===== src/rtl/spi_slave_buf.sv =====
`timescale 1ns/1ps
module spi_slave_buf #(
  parameter int DATA_W   = 8,
  parameter bit IDLE_LVL = 1'b0
) (
  input  logic              clk,
  input  logic              rst_n,
  input  logic              sck_i,
  input  logic              ss_n_i,
  input  logic              mosi_i,
  input  logic              load_i,
  input  logic [DATA_W-1:0] load_data_i,
  input  logic              read_i,
  output logic              miso_o,
  output logic [DATA_W-1:0] rdata_o
);

  localparam int CNT_W = (DATA_W > 2) ? $clog2(DATA_W) : 1;
  localparam logic [CNT_W-1:0] LAST = CNT_W'(DATA_W - 1);

  typedef enum logic {ST_IDLE, ST_STORE} st_t;

  st_t               state;
  logic [DATA_W-1:0] shreg;
  logic [CNT_W-1:0]  cnt;
  logic              cap;
  logic [2:0]        sck_p;
  logic [1:0]        ss_p;
  logic [1:0]        mosi_p;

  always_ff @(posedge clk or negedge rst_n) begin
    if (!rst_n) begin
      sck_p  <= '0;
      ss_p   <= 2'b11;
      mosi_p <= '0;
    end else begin
      sck_p  <= {sck_p[1:0], sck_i};
      ss_p   <= {ss_p[0], ss_n_i};
      mosi_p <= {mosi_p[0], mosi_i};
    end
  end

  wire active   = ~ss_p[1];
  wire shift_en = active & (state == ST_IDLE);
  wire rise     = shift_en &  sck_p[1] & ~sck_p[2];
  wire fall     = shift_en & ~sck_p[1] &  sck_p[2];

  assign miso_o = active ? shreg[DATA_W-1] : IDLE_LVL;

  always_ff @(posedge clk or negedge rst_n) begin
    if (!rst_n) begin
      state   <= ST_IDLE;
      shreg   <= '0;
      rdata_o <= '0;
      cnt     <= '0;
      cap     <= 1'b0;
    end else begin
      if (!active) cnt <= '0;
      case (state)
        ST_IDLE: begin
          if (load_i && !active) shreg <= load_data_i;
          if (rise) cap <= mosi_p[1];
          if (fall) begin
            shreg <= {shreg[DATA_W-2:0], cap};
            cnt   <= cnt + 1'b1;
            if (cnt == LAST) state <= ST_STORE;
          end
        end
        ST_STORE: begin
          if (read_i) begin
            rdata_o <= shreg;
            state   <= ST_IDLE;
          end
        end
        default: state <= ST_IDLE;
      endcase
    end
  end

  p_read_copies_r5: assert property (@(posedge clk) disable iff (!rst_n)
    (state == ST_STORE && read_i) |=> (state == ST_IDLE && rdata_o == $past(shreg)));

  p_rdata_hold_r5: assert property (@(posedge clk) disable iff (!rst_n)
    !(state == ST_STORE && read_i) |=> $stable(rdata_o));

  p_store_hold_r8: assert property (@(posedge clk) disable iff (!rst_n)
    (state == ST_STORE && !read_i) |=> (state == ST_STORE && $stable(shreg)));

  p_desel_quiet_r6: assert property (@(posedge clk) disable iff (!rst_n)
    (state == ST_IDLE && !active && !load_i) |=> $stable(shreg));

  p_load_blocked_r3: assert property (@(posedge clk) disable iff (!rst_n)
    (state == ST_IDLE && active && !fall) |=> $stable(shreg));

  p_last_bit_r4: assert property (@(posedge clk) disable iff (!rst_n)
    (fall && cnt == LAST) |=> (state == ST_STORE));

  p_abort_r7: assert property (@(posedge clk) disable iff (!rst_n)
    ($rose(ss_p[1]) && state == ST_IDLE) |=> (state == ST_IDLE && cnt == '0));

endmodule


===== config.mk =====
export PLATFORM = sky130hd
export DESIGN_NAME = spi_slave_buf
export DESIGN_NICKNAME = d
export VERILOG_FILES = /design/src/rtl/spi_slave_buf.sv
export SDC_FILE = /design/constraint.sdc
export NUM_CORES = 1
export LEC_CHECK = 0
export BUFFER_PORTS_ARGS = -buffer_cell sky130_fd_sc_hd__buf_4
export CAP_MARGIN = 20
export CORE_UTILIZATION = 30
export DETAILED_ROUTE_END_ITERATION = 16
export PLACE_DENSITY = 0.51
export RECOVER_POWER = 25
export SLEW_MARGIN = 10
export SYNTH_ARGS = -nofsm -noshare
export SYNTH_HDL_FRONTEND = slang
export SYNTH_SLANG_ARGS = --single-unit
export TNS_END_PERCENT = 100

===== constraint.sdc =====
create_clock -name clk -period 2.09 [get_ports clk]
set_input_delay 0.3135 -clock clk [delete_from_list [all_inputs] [get_ports clk]]
set_output_delay 0.3135 -clock clk [all_outputs]
set_load 0.03 [all_outputs]

# Word-level counts from Yosys, hierarchy flattened
# Index checks and enable logic that the tools add are counted.
# totals
regBits,28
inputBits,15
output_inout_bits,9
# op_classes
n_addsub,1
eq_ne,1
muxes,10
n_bitwise,9
n_reduce_logical,5
# ops
operator,count
$mux W8,2
$mux W3,3
$reduce_and A2 Y1,3
$and A1 B1 Y1,5
$mux W1,4
$not A1 Y1,4
$add A3 B1 Y3 const B,1
$eq A3 B3 Y1 const B,1
$pmux W1 S2,1
$reduce_bool A2 Y1,1
$logic_and A1 B1 Y1,1

# Logic depth before layout (Yosys ltp)
# Gate-level depths: netlist of the first run.
# depth
ltp_word,6
mapped_depth,5
depth_no_buf,4

# Worst setup path before layout of the first run
# Ideal clock, no wire load.
# synth_path
path_type,flip-flop to flip-flop
startpoint,reg state
endpoint,reg shreg[3]
setup_ns,0.125
arrival_time_ns,1.620
path_slack_ns,0.345
path_stages_with_launch,6
n_path_buf,2
path_cell_list,dfrtp_1 clkbuf_2 nor4b_4 buf_4 mux2_2 mux2_2
# synth_between
elab_chain_len,6
# synth_lines
item,line_no,text
from (decl),23,st_t state;
from (signal assigned),52,state <= ST_IDLE;
from (signal assigned),66,if (cnt == LAST) state <= ST_STORE;
from (signal assigned),72,state <= ST_IDLE;
$not A1 Y1 (no line) *,-,
$and A1 B1 Y1,44,wire shift_en = active & (state == ST_IDLE);
$and A1 B1 Y1 (2 in a row),46,wire fall = shift_en & ~sck_p[1] & sck_p[2];
$reduce_bool A2 Y1 (no line),-,
$reduce_and A2 Y1 (no line),-,
to (signal assigned),61,if (load_i && !active) shreg <= load_data_i;
to (signal assigned),64,"shreg <= {shreg[DATA_W-2:0], cap};"
to (decl),24,logic [DATA_W-1:0] shreg;
# Every way passes the cells marked *; elsewhere a longest branch is shown, timed or not.
# A chain may end at the register's enable or synchronous reset.

# Worst setup path after layout of the first run
# layout_path
startpoint,reg state
endpoint,reg shreg[7]
# The elaborated chain is that of the path after synthesis.

==> load_flow_metrics.sql, run 1 <==
INSERT INTO impl_metrics (metric_group, metric, value, unit) VALUES
('sta', 'layout_min_cycle_time', '1710', 'ps'),
('floorplanning', 'core.rowCount', '22', ''),
('sta', 'least_margin_pin_slew', '687', 'ps'),
('cells_and_area', 'antenna-diode-count', '0', ''),
('floorplanning', 'die_x', '64.1', 'um'),
('critical_path', 'crit_path_start_kind', 'flip-flop', ''),
('outcome', 'status', 'finished, final reports clean', ''),
('pwr', 'power.clock.fraction', '28.3', '%'),
('grt', 'grt_util_all_layers', '10.7', '%'),
('sta', 'fmax', '0.586', 'GHz'),
('route', 'drc', '0', ''),
('pwr', 'power_per_cell_area', '817', 'nW/um2'),
('pwr', 'power.ir.vdd_worst', '0.000282', 'V'),
('floorplanning', 'initial_utilization', '31.4', '%'),
('logic_synthesis', 'postSynthAreaPerCell', '15.2', 'um2'),
('grt', 'first_global_vias', '698', ''),
('cts', 'root_buffer_selected_by_cts', 'sky130_fd_sc_hd__clkbuf_8', ''),
('placed_design', 'portBuffers', '23', ''),
('route', 'routedWlPerCell', '13.0', 'um'),
('sta', 'finalCritPeriodShare', '81.7', '%'),
('critical_path', 'r2r-end', 'shreg[7]$_DFFE_PN0P_', ''),
('cells_and_area', 'syn2layout_area_growth', '25.1', '%'),
('logic_synthesis', 'synth_sequential_area_ratio', '60.8', '%'),
('grt', 'grt_max_degree', '29', ''),
('critical_path', 'critical_path.endpoint_type', 'flip-flop', ''),
('critical_path', 'worstPathMaxFanout', '13', ''),
('critical_path', 'timing.rr.start', 'state$_DFF_PN0_', ''),
('placed_design', 'gpl.final_weighted_congestion', '0.680', ''),
('pwr', 'power_leakage', '0.648', 'nW'),
('pwr', 'net-switching-power', '0.301', 'mW'),
('worst_hold_path', 'hold_path.startpoint', 'ss_n_i', ''),
('worst_hold_path', 'hold_path_stages', '1', ''),
('pwr', 'pwr-share-seq', '54.6', '%'),
('placed_design', 'numPlacedInstances', '146', ''),
('cts', 'clk_pin_slew', '90', 'ps'),
('cells_and_area', 'layout-drive-gt1-share', '55.3', '%'),
('critical_path', 'cp.required', '2260', 'ps'),
('sta', 'final-setup-viol-count', '0', ''),
('sta', 'setup-tns-final', '0', 'ps'),
('route', 'detail_route.iter0.violations', '5', ''),
('cells_and_area', 'layoutNonFillerInstCount', '151', ''),
('cts', 'clock_tree.buffer_depth', '2', ''),
('route', 'routed-via-count', '662', ''),
('floorplanning', 'y_dimension_of_the_die', '64.1', 'um'),
('cts', 'postCtsResizedCells', '0', ''),
('sta', 'timing_hold_violations_final', '0', ''),
('cts', 'clk_latency', '270', 'ps'),
('cells_and_area', 'finish.utilization', '39.2', '%'),
('worst_hold_path', 'worst_hold_path.endpoint', 'ss_p[0]$_DFF_PN1_', ''),
('logic_synthesis', 'syn-instance-count', '76', ''),
('logic_synthesis', 'synth.cell_area', '1160', 'um2'),
('job', 'max_cap_viol_count', '0', ''),
('cts', 'tritoncts.num_buffers', '3', ''),
('critical_path', 'timing.reg2reg.worst_path_depth', '4', ''),
('sta', 'finClkSkew', '3.52', 'ps'),
('grt', 'globalRoute.totalOverflow', '0', ''),
('sta', 'max_slew_headroom_at_the_worst_pin', '54.2', '%'),
('pwr', 'share_comb_of_total_power', '17.1', '%'),
('logic_synthesis', 'synth_warn', '0', ''),
('worst_hold_path', 'hold_path_class', 'in2reg', ''),
('grt', 'first_pass_grt_wire_length', '3200', 'um'),
('sta', 'rsz_0062_raised_after_global_routing', 'false', ''),
('sta', 'timing.final.ws_setup', '382', 'ps'),
('logic_synthesis', 'ys_seq_elements', '28', ''),
('placed_design', 'dp_slack', '397', 'ps'),
('logic_synthesis', 'yosysUniqueCellTypes', '18', ''),
('sta', 'maxSlewViolCount', '0', ''),
('critical_path', 'crit_path_dat', '1870', 'ps'),
('critical_path', 'reg2reg_slack', '380', 'ps'),
('route', 'dr.pass1.iters', '2', ''),
('route', 'drt_wl_total', '1960', 'um');
==> cells in the mapped netlist <==
library cell / instances / area, um2
sky130_fd_sc_hd__nor3b_1: 1 / 7.51
sky130_fd_sc_hd__clkbuf_2: 1 / 5.00
sky130_fd_sc_hd__and2b_1: 1 / 7.51
sky130_fd_sc_hd__ha_1: 2 / 25.0
sky130_fd_sc_hd__xnor2_1: 1 / 8.76
sky130_fd_sc_hd__inv_1: 1 / 3.75
sky130_fd_sc_hd__dfrtp_1: 26 / 651
sky130_fd_sc_hd__or3b_1: 1 / 8.76
sky130_fd_sc_hd__nand2_1: 5 / 18.8
sky130_fd_sc_hd__dfstp_2: 2 / 52.6
sky130_fd_sc_hd__nand2b_1: 2 / 12.5
sky130_fd_sc_hd__o21ai_0: 3 / 15.0
sky130_fd_sc_hd__a21oi_4: 1 / 16.3
sky130_fd_sc_hd__buf_4: 1 / 7.51
sky130_fd_sc_hd__nor4b_4: 1 / 23.8
sky130_fd_sc_hd__nor2_1: 1 / 3.75
sky130_fd_sc_hd__mux2_2: 25 / 282
sky130_fd_sc_hd__nor4b_1: 1 / 8.76
==> metal layers <==
metal | global-route usage, % | part of all wire (%) | vias up
li1 | - | - | 316
met3 | 2.32 | 3.1 | 5
met1 | 13.1 | 46 | 329
met2 | 17.0 | 48 | 12
met5 | 0 | 0 | -
met4 | 6.67 | 2.8 | 0
==> flip-flops by register name, indices dropped and copies added, names as in the netlist <==
signal,cells
cap,1
cnt,3
mosi_p,2
rdata_o,8
sck_p,3
shreg,8
ss_p,2
state,1
==> what timing repair did <==
item / CTS / global route
setup buffers: 0 / 0
hold buffers: 1 / 0
hold endpoints to repair: 26 / 0
==> cells by family after synthesis <==
family | count (synthesis) | synth area share (%)
compound gates | 4 | 2.70
flops | 28 | 60.8
buf+inv | 3 | 1.40
xor+xnor | 1 | 0.757
simple gates | 13 | 7.89
mux | 25 | 24.3
fa+ha+maj | 2 | 2.16
==> final cells by class <==
cell class                      count  area (um2)
Clock buffer                        4        55.1
Fill cell                         371        2240
Inverter                            1        3.75
Multi-Input combinational cell     45         438
Sequential cell                    28         703
Tap cell                           48        60.1
Timing Repair Buffer               25         188
==> worst max path at each step <==
| stage | depth (start not counted) | end | from | slack [ps] |
|---|---|---|---|---|
| finish | 4 | shreg[7]$_DFFE_PN0P_ | state$_DFF_PN0_ | 380 |
| global route | 4 | shreg[3]$_DFFE_PN0P_ | state$_DFF_PN0_ | 290 |
| CTS | 4 | shreg[7]$_DFFE_PN0P_ | state$_DFF_PN0_ | 370 |
| detailed placement | 4 | shreg[6]$_DFFE_PN0P_ | state$_DFF_PN0_ | 400 |
| global placement | 4 | shreg[7]$_DFFE_PN0P_ | state$_DFF_PN0_ | 420 |
| floorplan | 5 | shreg[3]$_DFFE_PN0P_ | state$_DFF_PN0_ | 340 |
==> stage by stage <==
step           instance area (um2)  hold slack [ps]
3_3_place_gp                  1390              254
5_1_grt                       1450              125
6_report                      1450              137
4_1_cts                       1450              125
3_5_place_dp                  1390              257
2_1_floorplan                 1160             17.9
==> power by group through the flow <==
stage          logic, mW  registers, mW  clock network (mW)
2_1_floorplan     0.0883          0.685                   0
3_3_place_gp       0.203          0.657                   0
3_5_place_dp       0.205          0.658                   0
4_1_cts            0.207          0.647               0.354
5_1_grt            0.217          0.656               0.369
6_report           0.202          0.646               0.335
==> placed cells by master, fill, tap and decap left out, drive strengths merged <==
master / instances
or3b: 1
ha: 2
buf: 20
dfstp: 2
nor4b: 2
nor3b: 1
o21ai: 3
mux2: 25
nor2: 1
nand2: 5
xnor2: 1
and2b: 1
clkbuf: 8
dlygate4sd3: 1
dfrtp: 26
a21oi: 1
nand2b: 2
inv: 1
==> worst max-delay path, cell delays in order, from the launching register on <==
cell	delay, ps
sky130_fd_sc_hd__dfrtp_1	490
sky130_fd_sc_hd__nor4b_4	270
sky130_fd_sc_hd__buf_4	230
sky130_fd_sc_hd__mux2_2	350
sky130_fd_sc_hd__mux2_2	260
No activity file was read; power rests on OpenSTA's default activity.
==> run 2, diff against run 1 <==
PLACE_DENSITY = 0.53   (was 0.51)
clock period = 1.5 ns   (was 2.09 ns; I/O delays follow)
==> run 2 against run 1 <==
Net effect: non-clock buffer count rose by 8; power grew 40%; clock skew rose by 0.89 ps; cell area up 9.8%; critical path type unchanged; first-iteration DRC count grew to 3.0 times the previous value; cell count grew 5.3%; fmax is 6.2% higher; the flow now finishes with violations (setup timing); worst hold slack lost 78 ps; global-route usage increased by 1.1 points; combinational power increased by 73%; largest power group unchanged; highest routed layer unchanged.
==> load_flow_metrics.sql, run 2 (synthesis results as in run 1) <==
INSERT INTO impl_metrics (metric_group, metric, value, unit) VALUES
('placed_design', 'numPlacedInstances', '152', ''),
('sta', 'least_margin_pin_slew', '681', 'ps'),
('sta', 'holdWs', '58.7', 'ps'),
('critical_path', 'timing.reg2reg.worst_path_depth', '4', ''),
('critical_path', 'worstPathMaxFanout', '10', ''),
('pwr', 'share_comb_of_total_power', '21.0', '%'),
('worst_hold_path', 'hold_path_class', 'in2reg', ''),
('grt', 'initial_antenna_violation_count', '0', ''),
('critical_path', 'setup.worst_path.start', 'ss_p[1]$_DFF_PN1_', ''),
('job', 'max_cap_viol_count', '0', ''),
('outcome', 'violated_checks', 'setup timing', ''),
('cells_and_area', 'fillCellCount', '376', ''),
('pwr', 'power_leakage', '0.740', 'nW'),
('floorplanning', 'y_dimension_of_the_die', '64.1', 'um'),
('outcome', 'status', 'complete, but fails checks', ''),
('placed_design', 'portBuffers', '23', ''),
('route', 'drc', '0', ''),
('cts', 'tritoncts.num_buffers', '3', ''),
('route', 'drt_wl_total', '2080', 'um'),
('route', 'routed-via-count', '711', ''),
('sta', 'finalCritPeriodShare', '107', '%'),
('route', 'detail_route.iter0.violations', '15', ''),
('pwr', 'share_of_total_power_consumed_by_net_switching', '25.5', '%'),
('pwr', 'pwr-share-seq', '54.3', '%'),
('cells_and_area', 'commonest_cells_after_routing_fill_and_taps_aside', 'sky130_fd_sc_hd__dfrtp_1, sky130_fd_sc_hd__buf_4, sky130_fd_sc_hd__mux2_4', ''),
('cts', 'clk_latency', '270', 'ps'),
('sta', 'maxSlewViolCount', '0', ''),
('critical_path', 'slowest_delay', '410', 'ps'),
('critical_path', 'crit_path_dat', '1770', 'ps'),
('critical_path', 'crit_path_top_delay_cell', 'sky130_fd_sc_hd__dfstp_2', ''),
('critical_path', 'reg2reg_slack', '-110', 'ps'),
('sta', 'timing.final.ws_setup', '-108', 'ps'),
('grt', 'grt_max_degree', '29', ''),
('cts', 'root_buffer_selected_by_cts', 'sky130_fd_sc_hd__clkbuf_8', ''),
('floorplanning', 'die_x', '64.1', 'um'),
('cells_and_area', 'layout-drive-gt1-share', '60.4', '%'),
('cells_and_area', 'final_common_cell', 'sky130_fd_sc_hd__dfrtp_1', ''),
('sta', 'finClkSkew', '4.42', 'ps'),
('cells_and_area', 'finish.utilization', '43.1', '%'),
('critical_path', 'critical_path.endpoint_type', 'flip-flop', ''),
('critical_path', 'critical_path_buf_inv_count', '1', ''),
('route', 'route.antenna.remaining_nets', '0', ''),
('pwr', 'net-switching-power', '0.423', 'mW'),
('cts', 'cts-htree-levels', '1', ''),
('floorplanning', 'core_region_area', '3690', 'um2'),
('cells_and_area', 'antenna-diode-count', '0', ''),
('critical_path', 'timing.rr.start', 'ss_p[1]$_DFF_PN1_', ''),
('sta', 'final-setup-viol-count', '9', ''),
('grt', 'globalRoute.totalOverflow', '0', ''),
('pwr', 'power.ir.vdd_worst', '0.000446', 'V'),
('critical_path', 'worstSetupEndpoint', 'shreg[0]$_DFFE_PN0P_', ''),
('placed_design', 'gpl.final_weighted_congestion', '0.768', ''),
('critical_path', 'cp.required', '1660', 'ps'),
('sta', 'rsz_0062_raised_after_global_routing', 'true', ''),
('sta', 'layout_min_cycle_time', '1610', 'ps'),
('cells_and_area', 'finish.instance_area', '1590', 'um2'),
('cells_and_area', 'layoutNonFillerInstCount', '159', ''),
('floorplanning', 'i_o_pin_count', '24', ''),
('critical_path', 'cp_num_cells', '4', ''),
('critical_path', 'crit_chain', 'nor4b_4, buf_12, mux2_2, mux2_4', ''),
('placed_design', 'placed_area', '1500', 'um2'),
('cells_and_area', 'layout_top_registers', 'rdata_o: 8 flops, shreg: 8 flops', ''),
('critical_path', 'r2r-end', 'shreg[0]$_DFFE_PN0P_', ''),
('cells_and_area', 'syn2layout_area_growth', '37.3', '%'),
('route', 'dr.pass1.iters', '3', ''),
('floorplanning', 'die_area', '4110', 'um2'),
('sta', 'timing_hold_violations_final', '0', ''),
('pwr', 'p_int', '1.24', 'mW'),
('placed_design', 'dp_hpwl', '1430', 'um'),
('sta', 'fmax', '0.622', 'GHz'),
('cts', 'clock_tree_from_tritoncts', 'yes', ''),
('cts', 'clk_pin_slew', '90', 'ps'),
('grt', 'first_pass_grt_wire_length', '3590', 'um'),
('floorplanning', 'core.rowCount', '22', ''),
('grt', 'grt_util_all_layers', '11.8', '%'),
('cells_and_area', 'final_net_count', '129', ''),
('floorplanning', 'initial_utilization', '31.4', '%'),
('pwr', 'power.clock.fraction', '24.7', '%'),
('sta', 'max_slew_headroom_at_the_worst_pin', '54.6', '%'),
('critical_path', 'critPathTopFamily', 'multiplexers', ''),
('sta', 'setup-tns-final', '-645', 'ps'),
('grt', 'first_global_vias', '738', ''),
('route', 'routedWlPerCell', '13.1', 'um'),
('pwr', 'power_per_cell_area', '1040', 'nW/um2'),
('cts', 'cts_num_sinks', '28', ''),
('critical_path', 'crit_path_start_kind', 'flip-flop', ''),
('cts', 'clock_tree.buffer_depth', '2', ''),
('route', 'post_drt_via_cell_ratio', '4.47', ''),
('critical_path', 'critPathKind', 'reg2reg', '');
==> run 2: how the worst min path moves through the flow <==
stage,end,cells after the start,startpoint
3_3_place_gp,rdata_o[7]$_DFFE_PN0P_,1,rst_n
3_5_place_dp,rdata_o[7]$_DFFE_PN0P_,1,rst_n
4_1_cts,ss_p[0]$_DFF_PN1_,1,ss_n_i
6_report,ss_p[0]$_DFF_PN1_,1,ss_n_i
5_1_grt,ss_p[0]$_DFF_PN1_,1,ss_n_i
2_1_floorplan,cap$_DFFE_PN0P_,0,rst_n
==> run 2: repair_timing <==
| action | 4_1_cts | 5_1_grt |
|---|---|---|
| buffers inserted | 1 | 1 |
| resized for setup | 2 | 5 |
| pin swaps | 0 | 2 |
| endpoints found under the hold margin | 26 | 0 |
| hold buffers | 1 | 0 |
| endpoints found under the setup margin | 9 | 10 |
==> run 2: cell type report <==
class	instances	area (um2)	share of cell area, %
inverters	1	3.75	0.236
well taps	48	60.1	3.78
flip-flops and latches	28	704	44.3
multi-input cells	45	495	31.2
repair buffers	33	280	17.6
clock buffers	4	45.0	2.83
==> run 2: layer usage <==
metal  GRT usage, %  vias up  wire length, um
met5              0        -                0
met4           6.67        0               34
met3           1.79        2               64
met2           19.1       15             1030
met1           14.9      360              947
li1               -      334                -
==> run 2: worst reg2reg max path: stages, from the launching register on <==
cell                      delay [ps]
sky130_fd_sc_hd__dfstp_2         410
sky130_fd_sc_hd__nor4b_4         330
sky130_fd_sc_hd__buf_12          180
sky130_fd_sc_hd__mux2_2          330
sky130_fd_sc_hd__mux2_4          260
==> run 2: power groups by stage <==
stage	registers, mW	logic (mW)	clock network, mW
after floorplan	0.957	0.150	0
after global placement	0.913	0.329	0
after detailed placement	0.917	0.335	0
after CTS	0.902	0.344	0.433
after global routing	0.917	0.372	0.470
final	0.901	0.349	0.411
==> run 2: metrics by stage <==
| step | worst slack (ps) | power, mW |
|---|---|---|
| 4_1_cts | -135 | 1.68 |
| 5_1_grt | -147 | 1.76 |
| 3_5_place_dp | -124 | 1.25 |
| 3_3_place_gp | -97.2 | 1.24 |
| 2_1_floorplan | -213 | 1.11 |
| 6_report | -108 | 1.66 |
==> run 3, diff against run 2 <==
CORE_ASPECT_RATIO = 1.25   (was default)
==> run 3 against run 2 <==
Net effect: the run still ends with setup timing left; flip-flop and latch count unchanged; clock power grew 12%; worst hold slack got worse by 2.5 ps; critical path depth unchanged; combinational power is 1% lower; register-to-register slack improved by 40 ps; worst setup slack improved by 37 ps; cell count decreased by 4.4%; via count grew 0.84%; highest routed layer unchanged.
==> load_flow_metrics.sql, run 3 (synthesis results as in run 1) <==
INSERT INTO impl_metrics (metric_group, metric, value, unit) VALUES
('outcome', 'status', 'complete, but fails checks', ''),
('outcome', 'violated_checks', 'setup timing', ''),
('sta', 'fmax', '0.637', 'GHz'),
('route', 'routed-via-count', '717', ''),
('critical_path', 'timing.reg2reg.worst_path_depth', '4', ''),
('cells_and_area', 'fillCellCount', '336', ''),
('floorplanning', 'i_o_pin_count', '24', ''),
('placed_design', 'gpl.final_weighted_congestion', '0.752', ''),
('floorplanning', 'die_x', '57.6', 'um'),
('route', 'post_drt_via_cell_ratio', '4.72', ''),
('cells_and_area', 'layout-drive-gt1-share', '60.2', '%'),
('cts', 'clock_tree_from_tritoncts', 'yes', ''),
('floorplanning', 'die_area', '4110', 'um2'),
('placed_design', 'numPlacedInstances', '146', ''),
('critical_path', 'timing.rr.start', 'ss_p[1]$_DFF_PN1_', ''),
('placed_design', 'portBuffers', '23', ''),
('placed_design', 'dp_hpwl', '1580', 'um'),
('pwr', 'net-switching-power', '0.429', 'mW'),
('floorplanning', 'core.rowCount', '24', ''),
('cells_and_area', 'layout_top_registers', 'rdata_o: 8 flops, shreg: 8 flops', ''),
('critical_path', 'crit_chain', 'nor4b_4, buf_4, mux2_4, mux2_4', ''),
('cts', 'tritoncts.num_buffers', '3', ''),
('cells_and_area', 'finish.utilization', '44.5', '%'),
('pwr', 'power.clock.fraction', '26.9', '%'),
('route', 'drt_wl_total', '2120', 'um'),
('pwr', 'pwr-share-seq', '52.9', '%'),
('cts', 'cts_num_sinks', '28', ''),
('worst_hold_path', 'hold_path_class', 'in2reg', ''),
('critical_path', 'worstSetupEndpoint', 'shreg[3]$_DFFE_PN0P_', ''),
('critical_path', 'r2r-end', 'shreg[3]$_DFFE_PN0P_', ''),
('sta', 'finalCritPeriodShare', '105', '%'),
('cts', 'clk_latency', '270', 'ps'),
('route', 'route.antenna.remaining_nets', '0', ''),
('grt', 'grt_max_degree', '29', ''),
('sta', 'finClkSkew', '1.58', 'ps'),
('grt', 'globalRoute.totalOverflow', '0', ''),
('grt', 'grt_util_all_layers', '11.9', '%'),
('pwr', 'power.ir.vdd_worst', '0.000490', 'V'),
('cts', 'clock_tree.buffer_depth', '2', ''),
('critical_path', 'setup.worst_path.start', 'ss_p[1]$_DFF_PN1_', ''),
('job', 'max_cap_viol_count', '0', ''),
('sta', 'timing_hold_violations_final', '0', ''),
('cells_and_area', 'antenna-diode-count', '0', ''),
('cells_and_area', 'layoutNonFillerInstCount', '152', ''),
('sta', 'timing.final.ws_setup', '-70.3', 'ps'),
('pwr', 'share_of_total_power_consumed_by_net_switching', '25.1', '%'),
('critical_path', 'crit_path_start_kind', 'flip-flop', ''),
('cts', 'cts-htree-levels', '1', ''),
('sta', 'final-setup-viol-count', '9', ''),
('pwr', 'share_comb_of_total_power', '20.2', '%'),
('sta', 'max_slew_headroom_at_the_worst_pin', '53.8', '%'),
('critical_path', 'worst_path_most_repeated_cell', 'sky130_fd_sc_hd__mux2_4', ''),
('sta', 'layout_min_cycle_time', '1570', 'ps'),
('sta', 'rsz_0062_raised_after_global_routing', 'true', ''),
('critical_path', 'crit_path_dat', '1730', 'ps'),
('cells_and_area', 'final_net_count', '131', ''),
('route', 'drc', '0', ''),
('grt', 'first_pass_grt_wire_length', '3750', 'um'),
('cts', 'root_buffer_selected_by_cts', 'sky130_fd_sc_hd__clkbuf_8', ''),
('floorplanning', 'initial_utilization', '32.4', '%'),
('floorplanning', 'y_dimension_of_the_die', '71.4', 'um'),
('worst_hold_path', 'hold_path.startpoint', 'ss_n_i', ''),
('pwr', 'p_int', '1.28', 'mW'),
('sta', 'least_margin_pin_slew', '693', 'ps'),
('cells_and_area', 'commonest_cells_after_routing_fill_and_taps_aside', 'sky130_fd_sc_hd__dfrtp_1, sky130_fd_sc_hd__buf_4, sky130_fd_sc_hd__mux2_4', ''),
('route', 'routedWlPerCell', '13.9', 'um'),
('pwr', 'fin_total_pwr', '1.71', 'mW'),
('route', 'dr.pass1.iters', '2', ''),
('route', 'detail_route.iter0.violations', '5', ''),
('sta', 'setup-tns-final', '-523', 'ps'),
('critical_path', 'slowest_delay', '410', 'ps'),
('critical_path', 'worstPathMaxFanout', '4', ''),
('critical_path', 'reg2reg_slack', '-70', 'ps'),
('pwr', 'power_leakage', '0.754', 'nW'),
('critical_path', 'crit_path_top_delay_cell', 'sky130_fd_sc_hd__dfstp_2', ''),
('cells_and_area', 'syn2layout_area_growth', '37.3', '%'),
('cts', 'clk_pin_slew', '90', 'ps'),
('critical_path', 'critPathKind', 'reg2reg', ''),
('critical_path', 'cp.required', '1660', 'ps'),
('grt', 'first_global_vias', '774', ''),
('floorplanning', 'core_region_area', '3570', 'um2'),
('critical_path', 'critical_path.endpoint_type', 'flip-flop', ''),
('sta', 'holdWs', '56.2', 'ps'),
('pwr', 'power_per_cell_area', '1070', 'nW/um2'),
('sta', 'maxSlewViolCount', '0', ''),
('grt', 'initial_antenna_violation_count', '0', '');
run 3: repair_timing:
| item | in CTS | in global routing |
|---|---|---|
| pin swaps | 2 | 0 |
| endpoints found under the setup margin | 9 | 10 |
| setup buffers | 1 | 0 |
| hold buffers | 1 | 0 |
| resized for setup | 4 | 3 |
| endpoints found under the hold margin | 26 | 0 |
run 3: worst min-delay path by stage:
stage                          end  slack, ps  depth (start not counted)
3_3_place_gp   mosi_p[0]$_DFF_PN0_        160                          1
6_report         ss_p[0]$_DFF_PN1_         60                          1
2_1_floorplan      cap$_DFFE_PN0P_        -70                          0
5_1_grt          ss_p[0]$_DFF_PN1_         40                          1
3_5_place_dp   mosi_p[0]$_DFF_PN0_        160                          1
4_1_cts          ss_p[0]$_DFF_PN1_         50                          1
run 3: power by group through the flow:
stage	Sequential, mW	Clock (mW)	Combinational, mW
floorplan	0.957	0	0.150
global placement	0.916	0	0.331
detailed placement	0.920	0	0.335
CTS	0.906	0.481	0.347
global route	0.919	0.512	0.367
finish	0.903	0.459	0.344
run 3: worst max-delay path, delay by kind of cell (launching register included):
family                 cells  cell delay, ps
flip-flops                 1             410
multiplexers               2             560
AND/OR/NAND/NOR            1             290
buffers and inverters      1             200
run 3: layout make-up:
type | instances | area [um2] | area share, %
sequential | 28 | 703 | 44.3
multi-input combinational | 45 | 499 | 31.4
timing repair buffer | 35 | 279 | 17.6
clock buffer | 4 | 55.1 | 3.46
tap | 39 | 48.8 | 3.07
inverter | 1 | 3.75 | 0.236
run 3: layer usage:
layer	vias up	global-route usage (%)	routed length, um
met5	-	0	0
met4	0	4.07	12
met3	2	1.62	46
met2	9	19.6	1140
met1	366	16.2	916
li1	340	-	-
run 3: metrics by stage:
stage          setup slack, ps  area (um2)
5_1_grt                   -131        1590
3_3_place_gp              -110        1490
2_1_floorplan             -213        1210
4_1_cts                  -75.4        1580
3_5_place_dp             -95.9        1490
6_report                 -70.3        1590
